### src/rtl/irq_msg_pkg.sv
package irq_msg_pkg;
    localparam int MSG_DW  = 16;
    localparam int SET_BIT = 8;
    localparam int NUM_W   = 8;

    typedef enum logic {EV_CLR = 1'b0, EV_SET = 1'b1} ev_kind_e;

    function automatic logic [MSG_DW-1:0] msg_word(ev_kind_e kind, logic [NUM_W-1:0] num);
        logic [MSG_DW-1:0] w;
        w = '0;
        w[NUM_W-1:0] = num;
        w[SET_BIT] = (kind == EV_SET);
        return w;
    endfunction
endpackage

### src/rtl/irq_evt_queue.sv
module irq_evt_queue
    import irq_msg_pkg::*;
#(
    parameter int QD = 4
) (
    input  logic     clk,
    input  logic     rst,
    input  logic     lvl,
    input  logic     clr_en,
    input  logic     pop,
    output logic     nonempty,
    output ev_kind_e head,
    output logic     push,
    output logic     full
);
    localparam int CW = $clog2(QD + 1);

    logic            lvl_q;
    logic [CW-1:0]   cnt;
    logic [QD-1:0]   kinds;
    logic            rise, fall, accept;
    logic [CW-1:0]   wr_idx;

    always_comb begin
        rise     = lvl & ~lvl_q;
        fall     = ~lvl & lvl_q;
        push     = rise | (fall & clr_en);
        full     = (cnt == CW'(QD));
        accept   = push & (~full | pop);
        wr_idx   = pop ? cnt - CW'(1) : cnt;
        nonempty = (cnt != '0);
        head     = ev_kind_e'(kinds[0]);
    end

    always_ff @(posedge clk) begin
        if (rst) begin
            lvl_q <= 1'b0;
            cnt   <= '0;
            kinds <= '0;
        end else begin
            lvl_q <= lvl;
            cnt   <= cnt - CW'(pop) + CW'(accept);
            for (int i = 0; i < QD; i++) begin
                if (accept && wr_idx == CW'(i))
                    kinds[i] <= rise;
                else if (pop && i < QD - 1)
                    kinds[i] <= kinds[i + 1];
            end
        end
    end
endmodule

### src/rtl/irq_msg_arb.sv
module irq_msg_arb
    import irq_msg_pkg::*;
#(
    parameter int N_DEV  = 4,
    parameter int ADDR_W = 16,
    parameter int IW     = 3
) (
    input  logic                          clk,
    input  logic                          rst,
    input  logic [N_DEV-1:0]              nonempty,
    input  ev_kind_e                      heads [N_DEV],
    input  logic [N_DEV-1:0][ADDR_W-1:0]  dst,
    input  logic [N_DEV-1:0][IW-1:0]      num,
    input  logic                          msg_ready,
    output logic [N_DEV-1:0]              pop,
    output logic                          msg_valid,
    output logic [ADDR_W-1:0]             msg_addr,
    output logic [MSG_DW-1:0]             msg_data
);
    localparam int SW = (N_DEV > 1) ? $clog2(N_DEV) : 1;

    logic [SW-1:0] sel;
    logic          load;

    always_comb begin
        sel = '0;
        for (int i = N_DEV - 1; i >= 0; i--)
            if (nonempty[i]) sel = SW'(i);
        load = (~msg_valid | msg_ready) & (|nonempty);
        pop  = '0;
        if (load) pop[sel] = 1'b1;
    end

    always_ff @(posedge clk) begin
        if (rst) begin
            msg_valid <= 1'b0;
            msg_addr  <= '0;
            msg_data  <= '0;
        end else if (load) begin
            msg_valid <= 1'b1;
            msg_addr  <= dst[sel];
            msg_data  <= msg_word(heads[sel], NUM_W'(num[sel]));
        end else if (msg_ready) begin
            msg_valid <= 1'b0;
        end
    end
endmodule

### src/rtl/irq_pend_rx.sv
module irq_pend_rx
    import irq_msg_pkg::*;
#(
    parameter int N_INT   = 8,
    parameter int ADDR_W  = 16,
    parameter int SET_OFF = 'h90
) (
    input  logic              clk,
    input  logic              rst,
    input  logic              rx_valid,
    input  logic [ADDR_W-1:0] rx_addr,
    input  logic [MSG_DW-1:0] rx_data,
    input  logic              sw_clr_we,
    input  logic [N_INT-1:0]  sw_clr_mask,
    input  logic [1:0]        mask_we,
    input  logic [N_INT-1:0]  mask_wdata,
    output logic [N_INT-1:0]  pending,
    output logic [1:0]        cpu_irq
);
    logic [N_INT-1:0] mask_r [2];
    logic [N_INT-1:0] onehot, set_vec, clr_vec;
    logic [NUM_W-1:0] rx_num;
    logic             hit;

    always_comb begin
        rx_num = rx_data[NUM_W-1:0];
        hit = rx_valid && rx_addr == ADDR_W'(SET_OFF)
              && rx_data[MSG_DW-1:SET_BIT+1] == '0
              && int'(rx_num) < N_INT;
        onehot = '0;
        for (int i = 0; i < N_INT; i++)
            if (rx_num == NUM_W'(i)) onehot[i] = 1'b1;
        set_vec = (hit && rx_data[SET_BIT])  ? onehot : '0;
        clr_vec = ((hit && !rx_data[SET_BIT]) ? onehot : '0)
                | (sw_clr_we ? sw_clr_mask : '0);
    end

    always_ff @(posedge clk) begin
        if (rst) pending <= '0;
        else     pending <= (pending & ~clr_vec) | set_vec;
    end

    for (genvar c = 0; c < 2; c++) begin : g_cpu
        always_ff @(posedge clk) begin
            if (rst)             mask_r[c] <= '0;
            else if (mask_we[c]) mask_r[c] <= mask_wdata;
        end
        assign cpu_irq[c] = |(pending & mask_r[c]);
    end
endmodule

### src/rtl/irq_msg_bridge.sv
module irq_msg_bridge
    import irq_msg_pkg::*;
#(
    parameter int N_DEV   = 4,
    parameter int N_INT   = 8,
    parameter int ADDR_W  = 16,
    parameter int QD      = 4,
    parameter bit HUB_SEL = 1'b1
) (
    input  logic                              clk,
    input  logic                              rst,
    input  logic [N_DEV-1:0]                  irq_in,
    input  logic                              cfg_we,
    input  logic [$clog2(N_DEV)-1:0]          cfg_sel,
    input  logic [ADDR_W-1:0]                 cfg_dst,
    input  logic [$clog2(N_INT)-1:0]          cfg_num,
    input  logic                              cfg_clr_en,
    output logic                              msg_valid,
    input  logic                              msg_ready,
    output logic [ADDR_W-1:0]                 msg_addr,
    output logic [MSG_DW-1:0]                 msg_data,
    input  logic                              rx_valid,
    input  logic [ADDR_W-1:0]                 rx_addr,
    input  logic [MSG_DW-1:0]                 rx_data,
    input  logic                              sw_clr_we,
    input  logic [N_INT-1:0]                  sw_clr_mask,
    input  logic [1:0]                        mask_we,
    input  logic [N_INT-1:0]                  mask_wdata,
    output logic [N_INT-1:0]                  pending,
    output logic [1:0]                        cpu_irq
);
    localparam int IW      = $clog2(N_INT);
    localparam int SET_OFF = HUB_SEL ? 'h90 : 'h80;

    logic [N_DEV-1:0][ADDR_W-1:0] dst_r;
    logic [N_DEV-1:0][IW-1:0]     num_r;
    logic [N_DEV-1:0]             clr_en_r;
    logic [N_DEV-1:0]             q_nonempty, q_pop, q_push, q_full;
    ev_kind_e                     q_head [N_DEV];

    always_ff @(posedge clk) begin
        if (rst) begin
            dst_r    <= '0;
            num_r    <= '0;
            clr_en_r <= '0;
        end else if (cfg_we) begin
            dst_r[cfg_sel]    <= cfg_dst;
            num_r[cfg_sel]    <= cfg_num;
            clr_en_r[cfg_sel] <= cfg_clr_en;
        end
    end

    for (genvar d = 0; d < N_DEV; d++) begin : g_line
        irq_evt_queue #(.QD(QD)) u_q (
            .clk(clk), .rst(rst), .lvl(irq_in[d]), .clr_en(clr_en_r[d]),
            .pop(q_pop[d]), .nonempty(q_nonempty[d]), .head(q_head[d]),
            .push(q_push[d]), .full(q_full[d])
        );
    end

    irq_msg_arb #(.N_DEV(N_DEV), .ADDR_W(ADDR_W), .IW(IW)) u_arb (
        .clk(clk), .rst(rst), .nonempty(q_nonempty), .heads(q_head),
        .dst(dst_r), .num(num_r), .msg_ready(msg_ready), .pop(q_pop),
        .msg_valid(msg_valid), .msg_addr(msg_addr), .msg_data(msg_data)
    );

    irq_pend_rx #(.N_INT(N_INT), .ADDR_W(ADDR_W), .SET_OFF(SET_OFF)) u_rx (
        .clk(clk), .rst(rst), .rx_valid(rx_valid), .rx_addr(rx_addr),
        .rx_data(rx_data), .sw_clr_we(sw_clr_we), .sw_clr_mask(sw_clr_mask),
        .mask_we(mask_we), .mask_wdata(mask_wdata), .pending(pending),
        .cpu_irq(cpu_irq)
    );
endmodule

### config.mk
export PLATFORM = sky130hd
export DESIGN_NAME = irq_msg_bridge
export DESIGN_NICKNAME = d
export VERILOG_FILES = /design/src/rtl/irq_msg_pkg.sv /design/src/rtl/irq_evt_queue.sv /design/src/rtl/irq_msg_arb.sv /design/src/rtl/irq_pend_rx.sv /design/src/rtl/irq_msg_bridge.sv
export SDC_FILE = /design/constraint.sdc
export NUM_CORES = 1
export LEC_CHECK = 0
export ABC_AREA = 1
export BUFFER_PORTS_ARGS = -buffer_cell sky130_fd_sc_hd__clkbuf_2
export CORE_MARGIN = 1
export CORE_UTILIZATION = 60
export DETAILED_ROUTE_END_ITERATION = 6
export MAX_ROUTING_LAYER = met4
export PLACE_DENSITY_LB_ADDON = 0.25
export SYNTH_ARGS = -nofsm -noshare
export SYNTH_HDL_FRONTEND = slang
export SYNTH_SLANG_ARGS = --single-unit
### constraint.sdc
create_clock -name clk -period 6.15 [get_ports clk]
set_input_delay 0.9225 -clock clk [delete_from_list [all_inputs] [get_ports clk]]
set_output_delay 0.9225 -clock clk [all_outputs]
set_load 0.05 [all_outputs]
==> run metrics <==
outcome finished clean; asr flop ratio synth 0%; Routed WL 18.61 mm; nets@finish 1,210; placer congestion estimate 0.8824; Worst setup EP type flop; Area contributors post-synth dfxtp_1 37%, nor2_1 10%, nand2_1 8.0%, o21ai_0 6.7%, edfxtp_1 6.3%; Slowest-stage cell, CP nand2_1; leading area contributor after synthesis dfxtp_1; Synth Instances 1,022; CORE AREA 12,210 um2; final core utilization 71.77%; pre-CTS WS 3113 ps; Std-Cell Rows 40; PortBufs 112; DRT Pass-1 Iters 5; initial antenna violation count 0; PnR Total Power 0.003796 W; cell depth of the worst hold path 2; CTS tree done; vias per inst 5.372; DRC errors left 0; max-slew violation count 0; Max stage delay on crit path 540 ps; HP Class reg2reg; Slew @ Worst Pin 1097 ps; clock-pin slew on the worst setup and hold paths 60 ps; worst hold path startpoint dst_r[58]$_SDFFE_PP0P_; fill count 1,018; R2R Path End g_line[2].u_q.cnt[2]$_SDFF_PP0_; crit-path max FO 21; CTS buffer count 17; most frequent cell after synthesis nor2_1; CP Launch Type flop; die area 13,200 um2; Fmax 0.3257 GHz; worst hold endpoint dst_r[58]$_SDFFE_PP0P_; maximum buffer depth of the clock tree 2; Starting DRT DRC Count 605; Final min period 3070 ps; WS Path Type reg2reg; final setup margin 3080 ps; pwr dens 433.1 nW/um2; YS warnings 0; Setup Fix Bufs, Post-CTS 0; H-Tree Depth 4; ANT cells 0; Multi-input gate area 3694 um2; IO Count 125; Final Cycle Share 49.93%; Avg WL per Cell 14.40 um; hpwl dp 12.07 mm; maximum vdd drop 0.2564 mV; Reg area 3303 um2; Area growth syn-to-layout 14.63%; CP startpoint g_line[2].u_q.cnt[1]$_SDFF_PP0_; Via Count 6,946; GR Util All Layers 30.61%; WP data arrival 3420 ps; EDFF count, synth 16; synthesized area per cell 7.481 um2; largest net degree at the start of global routing 55; register area share after synthesis 43.20%; Setup Skew 9.902 ps; Data required, critical path 6500 ps; GRT overflow 0; Leak 4.000 nW; first-pass GRT wire length 30.22 mm; hold buffer count at cts 0; Final setup viols 0; top cells by count, synth 207 x nor2_1, 162 x nand2_1, 141 x dfxtp_1; Sink Count 157; top_reg_cell synth dfxtp_1; normalized max-slew margin 26.67%; count of different cell masters after synthesis 49; unrepaired setup endpoints after global routing false; #FFs+latches synth 157; Hold Violations, Final 0; Starting Density 62.61%; worst-path cell chain inv_1 > ha_1 > nand2_1 > nand3_4 > inv_2 > o21ai_2 > inv_1 > ha_1 > fa_1 > or2_2 > a21oi_1; total negative slack 0 ps; Clock Latency Late Sink 430 ps; vias in the first global route 6,350; Hold WS 453.8 ps; Die Wd 114.9 um; R2R cell count 11; layout cells sized above 1 18.22%; flop-to-flop setup slack 3080 ps; die height 114.9 um; remaining antenna violation count 0; Synth top area share 36.92%; Post-CTS Resized 0; worst reg2reg startpoint g_line[2].u_q.cnt[1]$_SDFF_PP0_; Root Driver clkbuf_16; max cap viols 0; Netlist Area Pre-Place 7646 um2
==> layout by cell type (no fill, tap or decap), drive strengths merged, types with 7 or more instances in the layout <==
cell type | netlist | final
conb | 1 | 12
nand2 | 179 | 179
or2 | 9 | 9
ha | 12 | 12
edfxtp | 16 | 16
dfxtp | 141 | 141
clkinv | 5 | 9
a21boi | 8 | 8
a21oi | 59 | 59
clkbuf | 31 | 134
a41oi | 7 | 7
inv | 95 | 99
nand3 | 45 | 45
nor2 | 222 | 222
nand4 | 16 | 16
o21ai | 109 | 109
==> critical path, delay by kind of cell, from the launching register on <==
kind / cells / cell delay [ps]
buffers and inverters: 3 / 300
adders and majority gates: 3 / 790
and+or+nand+nor: 3 / 1260
AOI/OAI and AO/OA: 2 / 320
DFF: 1 / 330
==> kinds of logic after synthesis <==
logic type,after synthesis,share of synthesized area (%)
muxes,3,0.3928
AOI/OAI and AO/OA,199,14.45
DFF,157,43.20
buffers and inverters,157,9.033
and+or+nand+nor,481,28.95
xor gates and xnor gates,8,0.9164
adders and majority gates,16,3.011
other,1,0.04904
==> per-stage QoR <==
| stage | instance area [um2] | cells |
|---|---|---|
| 2_1_floorplan | 7687 | 1033 |
| 3_3_place_gp | 8180 | 1261 |
| 3_5_place_dp | 8180 | 1261 |
| 4_1_cts | 8765 | 1293 |
| 5_1_grt | 8765 | 1293 |
| 6_report | 8765 | 1293 |
==> state kept, by name, indices dropped and copies added (netlist names) <==
name,flops
dst_r,64
g_line.u_q.cnt,12
clr_en_r,4
u_arb.msg_addr,16
num_r,12
u_rx.mask_r,16
g_line.u_q.kinds,16
u_rx.pending,8
u_arb.msg_valid,1
g_line.u_q.lvl_q,4
u_arb.msg_data,4
==> report_power, final <==
| part | total, W | switching [W] | internal [W] |
|---|---|---|---|
| logic | 0.00148 | 0.00105 | 0.000425 |
| clock network | 0.00105 | 0.000415 | 0.000632 |
| registers | 0.00127 | 0.0000916 | 0.00118 |
==> final cells by class <==
type / instances / share of cell area, %
clock buffer: 22 / 5.425
clock inverter: 10 / 1.242
inverter: 100 / 4.283
multi-input combinational: 719 / 42.14
sequential: 157 / 37.69
tap: 168 / 2.398
timing repair buffer: 117 / 6.824
==> per-layer routing <==
layer,part of all wire (%),global-route usage [%]
met5,0,-
met3,7.9,6.431
met2,47,50.60
met4,1.8,11.43
met1,43,36.75
==> worst max path at each step <==
stage | end | slack [ps] | cells past startpoint
finish | g_line[2].u_q.cnt[2]$_SDFF_PP0_ | 3080 | 11
global route | g_line[2].u_q.cnt[2]$_SDFF_PP0_ | 2860 | 11
CTS | g_line[2].u_q.cnt[2]$_SDFF_PP0_ | 3080 | 11
detailed placement | g_line[2].u_q.cnt[2]$_SDFF_PP0_ | 3110 | 11
global placement | g_line[2].u_q.cnt[2]$_SDFF_PP0_ | 3210 | 11
floorplan | g_line[2].u_q.cnt[2]$_SDFF_PP0_ | 3500 | 10
Power figures use the tool's default switching activity.
